## src/rtl/oneshot_pkg.sv

```systemverilog
package oneshot_pkg;
  localparam int unsigned SYNC_DEPTH = 2;

  typedef enum logic {
    MODE_SINGLE = 1'b0,
    MODE_EXTEND = 1'b1
  } os_mode_e;
endpackage

```

## src/rtl/os_sync.sv

```systemverilog
module os_sync #(
  parameter int unsigned W = 2,
  parameter logic [W-1:0] RST_VAL = '0
) (
  input  logic         clk_i,
  input  logic         rst_ni,
  input  logic [W-1:0] d_i,
  output logic [W-1:0] q_o
);
  localparam int unsigned D = oneshot_pkg::SYNC_DEPTH;

  logic [W-1:0] stg [D];

  always_ff @(posedge clk_i or negedge rst_ni) begin
    if (!rst_ni) begin
      for (int i = 0; i < D; i++) stg[i] <= RST_VAL;
    end else begin
      stg[0] <= d_i;
      for (int i = 1; i < D; i++) stg[i] <= stg[i-1];
    end
  end

  assign q_o = stg[D-1];
endmodule

```

## src/rtl/os_edge.sv

```systemverilog
module os_edge (
  input  logic clk_i,
  input  logic rst_ni,
  input  logic pos_i,
  input  logic neg_i,
  output logic fire_o
);
  logic pos_q, neg_q;

  // reset to idle levels so that a quiet input never looks like an edge
  always_ff @(posedge clk_i or negedge rst_ni) begin
    if (!rst_ni) begin
      pos_q <= 1'b0;
      neg_q <= 1'b1;
    end else begin
      pos_q <= pos_i;
      neg_q <= neg_i;
    end
  end

  // coincident edges merge into one trigger
  assign fire_o = (pos_i & ~pos_q) | (~neg_i & neg_q);
endmodule

```

## src/rtl/os_timer.sv

```systemverilog
module os_timer #(
  parameter int unsigned CW = 16
) (
  input  logic          clk_i,
  input  logic          rst_ni,
  input  logic          fire_i,
  input  oneshot_pkg::os_mode_e mode_i,
  input  logic [CW-1:0] period_i,
  output logic          active_o
);
  logic [CW-1:0] cnt_q;
  logic [CW-1:0] per_eff;
  logic          load;

  assign per_eff  = (period_i == '0) ? CW'(1) : period_i;
  assign active_o = |cnt_q;
  assign load     = fire_i & ((mode_i == oneshot_pkg::MODE_EXTEND) | ~active_o);

  always_ff @(posedge clk_i or negedge rst_ni) begin
    if (!rst_ni)        cnt_q <= '0;
    else if (load)      cnt_q <= per_eff;
    else if (active_o)  cnt_q <= cnt_q - CW'(1);
  end
endmodule

```

## src/rtl/os_channel.sv

```systemverilog
module os_channel #(
  parameter int unsigned CW = 16
) (
  input  logic          clk_i,
  input  logic          rst_ni,
  input  logic          clr_ni,
  input  logic          pos_i,
  input  logic          neg_i,
  input  logic          retrig_i,
  input  logic [CW-1:0] period_i,
  output logic          q_o,
  output logic          qn_o
);
  logic [1:0] trig_s;
  logic       fire;
  logic       active;
  logic       kill_n;
  oneshot_pkg::os_mode_e mode;

  // the synchronizer and edge flops see only the global reset, so a clear release finds no stale edge
  os_sync #(.W(2), .RST_VAL(2'b10)) u_sync (
    .clk_i (clk_i),
    .rst_ni(rst_ni),
    .d_i   ({neg_i, pos_i}),
    .q_o   (trig_s)
  );

  os_edge u_edge (
    .clk_i (clk_i),
    .rst_ni(rst_ni),
    .pos_i (trig_s[0]),
    .neg_i (trig_s[1]),
    .fire_o(fire)
  );

  assign kill_n = rst_ni & clr_ni;
  assign mode   = oneshot_pkg::os_mode_e'(retrig_i);

  os_timer #(.CW(CW)) u_timer (
    .clk_i   (clk_i),
    .rst_ni  (kill_n),
    .fire_i  (fire),
    .mode_i  (mode),
    .period_i(period_i),
    .active_o(active)
  );

  assign q_o  = active;
  assign qn_o = ~active;
endmodule

```

## src/rtl/dual_oneshot.sv

```systemverilog
module dual_oneshot #(
  parameter int unsigned NCH = 2,
  parameter int unsigned CW  = 16
) (
  input  logic              clk_i,
  input  logic              rst_ni,
  input  logic [NCH-1:0]    clr_ni,
  input  logic [NCH-1:0]    trig_pos_i,
  input  logic [NCH-1:0]    trig_neg_i,
  input  logic [NCH-1:0]    retrig_i,
  input  logic [NCH*CW-1:0] period_i,
  output logic [NCH-1:0]    q_o,
  output logic [NCH-1:0]    qn_o
);
  for (genvar c = 0; c < NCH; c++) begin : g_ch
    os_channel #(.CW(CW)) u_ch (
      .clk_i   (clk_i),
      .rst_ni  (rst_ni),
      .clr_ni  (clr_ni[c]),
      .pos_i   (trig_pos_i[c]),
      .neg_i   (trig_neg_i[c]),
      .retrig_i(retrig_i[c]),
      .period_i(period_i[c*CW +: CW]),
      .q_o     (q_o[c]),
      .qn_o    (qn_o[c])
    );
  end
endmodule

```

## config.mk

```make
export PLATFORM = sky130hd
export DESIGN_NAME = dual_oneshot
export DESIGN_NICKNAME = d
export VERILOG_FILES = /design/src/rtl/oneshot_pkg.sv /design/src/rtl/os_sync.sv /design/src/rtl/os_edge.sv /design/src/rtl/os_timer.sv /design/src/rtl/os_channel.sv /design/src/rtl/dual_oneshot.sv
export SDC_FILE = /design/constraint.sdc
export NUM_CORES = 1
export LEC_CHECK = 0
export BUFFER_PORTS_ARGS = -buffer_cell sky130_fd_sc_hd__buf_4
export CAP_MARGIN = 20
export CORE_MARGIN = 5
export CORE_UTILIZATION = 25
export CTS_CLUSTER_DIAMETER = 80
export DETAILED_ROUTE_END_ITERATION = 10
export HOLD_SLACK_MARGIN = 0.06
export PLACE_DENSITY = 0.46
export SLEW_MARGIN = 15
export SYNTH_ARGS = -nofsm -noshare
export SYNTH_HDL_FRONTEND = slang
export SYNTH_SLANG_ARGS = --single-unit
```

## constraint.sdc

```tcl
create_clock -name clk_i -period 4.9 [get_ports clk_i]
set_input_delay 0 -clock clk_i [delete_from_list [all_inputs] [get_ports clk_i]]
set_output_delay 0 -clock clk_i [all_outputs]
set_load 0.03 [all_outputs]
```

==> impl_results.md <==
- Number of remaining DRC errors: 0
- Worst-Margin Slew: a little over 0.8 ns
- Number of buffers created by CTS: 5
- Part of the Yosys area used for sequential elements: 0.4569
- Grt ovf: 0
- Worst R2R Path Depth: 7
- Core area: 9639 sq um
- Status: finished, final reports clean
- Die Height: 108.5 um
- Placed instance count: ~420
- Vias: 2152
- CP cell instances: inv_1 > ha_1 > or4b_4 > nor3_4 > and4_1 > o21ai_0 > o21a_1
- Worst-skew pair later-pin latency: approximately 0.3 ns
- Most common cell after layout, fill and taps aside: buf_4
- Share of flip-flops with an asynchronous set or reset: 1.000
- Max IR drop VDD: roughly 140 uV
- Final Max Tran Viols: 0
- Boundary Pins: between 40 and 50
- Avg WL per Cell: 13.91 um
- CP max-delay cell: or4b_4
- Nets: 376
- Die W: ~110 um
- Power density cells: between 300 and 400 nW/um^2
- Initial cell density of the core: 0.2517
- Initial DRC Count: 64
- WP data arrival: around 2.5 ns
- Final TNS setup: 0 ns
- Largest net degree at the start of global routing: 23
- Crit path time final: approximately 2.3 ns
- Port Buf Inserts: 45
- Synth unique cells: 55
- Pwr Total: 1.125 mW
- Synth Flop Type: dfrtp_1
- Critical path peak fanout: 11
- Vias per std cell: between 4 and 5
- Endpoint type of the worst setup path: register
- Clk sinks: 44
- Seq cells post-synth: 44
- Fraction of layout cells with a size suffix above 1: 0.2012
- Fin cells: roughly 470
- Vias in the first global route: between 2000 and 2500
- Drt first pass iters: 4
- Detailed Route WL: roughly 6500 um
- ANT cells: 0
- Cells after synthesis: ~250
- CP peak stage delay: around 0.52 ns
- Post-synth EDFFs: 0
- Cell Rows: 36
- Syn Area/Cell: 9.666 sq um
- Clock skew: roughly 0.015 ns
- Clk root buf: clkbuf_8
- Critical path class: register to register
- Post-CTS Hold Buffers: 39
- RSZ-0062 raised after global routing: no
- All-Layer GR Usage: 0.1182
- Final Util: 0.3510
- YS warnings: 0
- Hold Vio Cnt, Final: 0
- Synthesized cell area: ~2400 sq um
- Synthesized net count: 295
- Area Growth Syn to Fin: 39.45%
- Fin crit share: 0.4790
- Clk buf depth: 2
- Fmax: 426.1 MHz
- CP Launch Type: register
- Global-route wire length before repair: 10880 um
- DIE AREA: 11770 sq um
- Hold crit path type: primary input to asynchronous set/reset pin
- CTS tree: built
- Reg clk slew, reported paths: ~0.080 ns
- P_leak: around 1.4 nW
- Post-CTS Resized: 0
- Placer Congestion: roughly 0.76
- Routed Antenna Nets: 0
- Endpoints failing setup: 0
- Final HPWL DP: 4630 um
- Max-Cap Viols: 0
- H-tree depth: 2
- Slew HR: 0.4469
- Commonest cells after routing, fill and taps aside: buf_4 (46), dlygate4sd3_1 (39), nor2_1 (38), dfrtp_1 (38), a211oi_1 (19)
- Initial antenna violation count: 0
- Setup Buffers After CTS: 0
- Critical path required time: a little over 5 ns
==> sequential cells by signal, summed over array words and instances, names as in the netlist <==
signal / flops
g_ch.u_ch.u_edge.pos_q: 2
g_ch.u_ch.u_timer.cnt_q: 32
g_ch.u_ch.u_edge.neg_q: 2
g_ch.u_ch.u_sync.q_o: 4
g_ch.u_ch.u_sync.stg: 4
==> per-layer routing <==
metal	GRT usage	share of wire	vias up
li1	-	-	1080
met2	0.1942	0.48	41
met5	0	0	-
met1	0.1563	0.48	1027
met3	0.02149	0.029	4
met4	0.03968	0.0085	0
==> Yosys cell counts (2+ instances only) <==
cell type / n / area (sq um)
a211oi_1: 19 / 142.6
a21o_1: 2 / 15.01
a21oi_1: 4 / 20.02
a221o_1: 2 / 20.02
a41oi_1: 2 / 17.52
and2_1: 5 / 31.28
and4_1: 3 / 26.28
buf_2: 2 / 10.01
buf_4: 4 / 30.03
clkbuf_1: 3 / 11.26
dfrtp_1: 38 / 950.9
dfstp_2: 6 / 157.7
ha_1: 2 / 25.02
inv_1: 9 / 33.78
nand2_1: 8 / 30.03
nand3_1: 11 / 55.05
nand4b_1: 2 / 17.52
nor2_1: 38 / 142.6
nor2b_1: 3 / 18.77
nor3_1: 8 / 40.04
nor4_1: 12 / 75.07
o211ai_1: 3 / 22.52
o21ai_0: 8 / 40.04
o31ai_1: 2 / 15.01
or3_1: 4 / 25.02
xnor2_1: 11 / 96.34
xor2_1: 12 / 105.1
==> cell families after synthesis <==
family | after synthesis | synth area share
AND/OR/NAND/NOR | 106 | 0.2403
XOR/XNOR | 23 | 0.08303
multiplexers | 1 | 0.004126
buffers and inverters | 20 | 0.04126
adder cells (fa/ha/maj) | 2 | 0.01031
AO/OA/AOI/OAI | 55 | 0.1640
flip-flops | 44 | 0.4569
==> worst max-delay path: cells and delay by family, from the launching register on <==
kind                       cells  cell delay, ns
adders and majority gates      1            0.20
DFF                            1            0.43
AOI/OAI and AO/OA              2            0.28
and+or+nand+nor                3            1.26
buffers and inverters          1            0.07
==> cell type report <==
cell class | instances | area, sq um
clock buffers | 6 | 82.58
inverters | 9 | 33.78
repair buffers | 85 | 735.7
multi-input cells | 187 | 1217
fillers | 1003 | 6256
clock inverters | 2 | 38.79
flip-flops and latches | 44 | 1109
well taps | 133 | 166.4
==> path summary, 6_finish.rpt <==
kind,slack [ns],endpoint,startpoint
setup / recovery,2.55,g_ch[1].u_ch.u_timer.cnt_q[6],g_ch[1].u_ch.u_timer.cnt_q[0]
hold / removal,0.08,g_ch[1].u_ch.u_edge.pos_q,rst_ni
setup reg to reg,2.55,g_ch[1].u_ch.u_timer.cnt_q[6],g_ch[1].u_ch.u_timer.cnt_q[0]
hold reg to reg,0.35,g_ch[1].u_ch.u_sync.q_o[0],g_ch[1].u_ch.u_sync.stg[2]
max in group asynchronous,3.81,g_ch[0].u_ch.u_timer.cnt_q[7],rst_ni
min in group clk_i,0.11,g_ch[1].u_ch.u_timer.cnt_q[15],retrig_i[1]
==> through the flow <==
| step | worst slack [ns] | cell area, sq um | hold WS (ns) |
|---|---|---|---|
| 2_1_floorplan | 2.874 | 2426 | -0.2956 |
| 3_3_place_gp | 2.604 | 2872 | -0.1470 |
| 3_5_place_dp | 2.534 | 2872 | -0.1439 |
| 4_1_cts | 2.522 | 3383 | 0.07295 |
| 5_1_grt | 2.338 | 3383 | 0.08082 |
| 6_report | 2.553 | 3383 | 0.07575 |
==> power breakdown <==
| group | internal (mW) | total [mW] | switching, mW |
|---|---|---|---|
| clock | 0.167 | 0.299 | 0.132 |
| sequential | 0.442 | 0.545 | 0.103 |
| combinational | 0.156 | 0.281 | 0.125 |
Power figures use the tool's default switching activity.
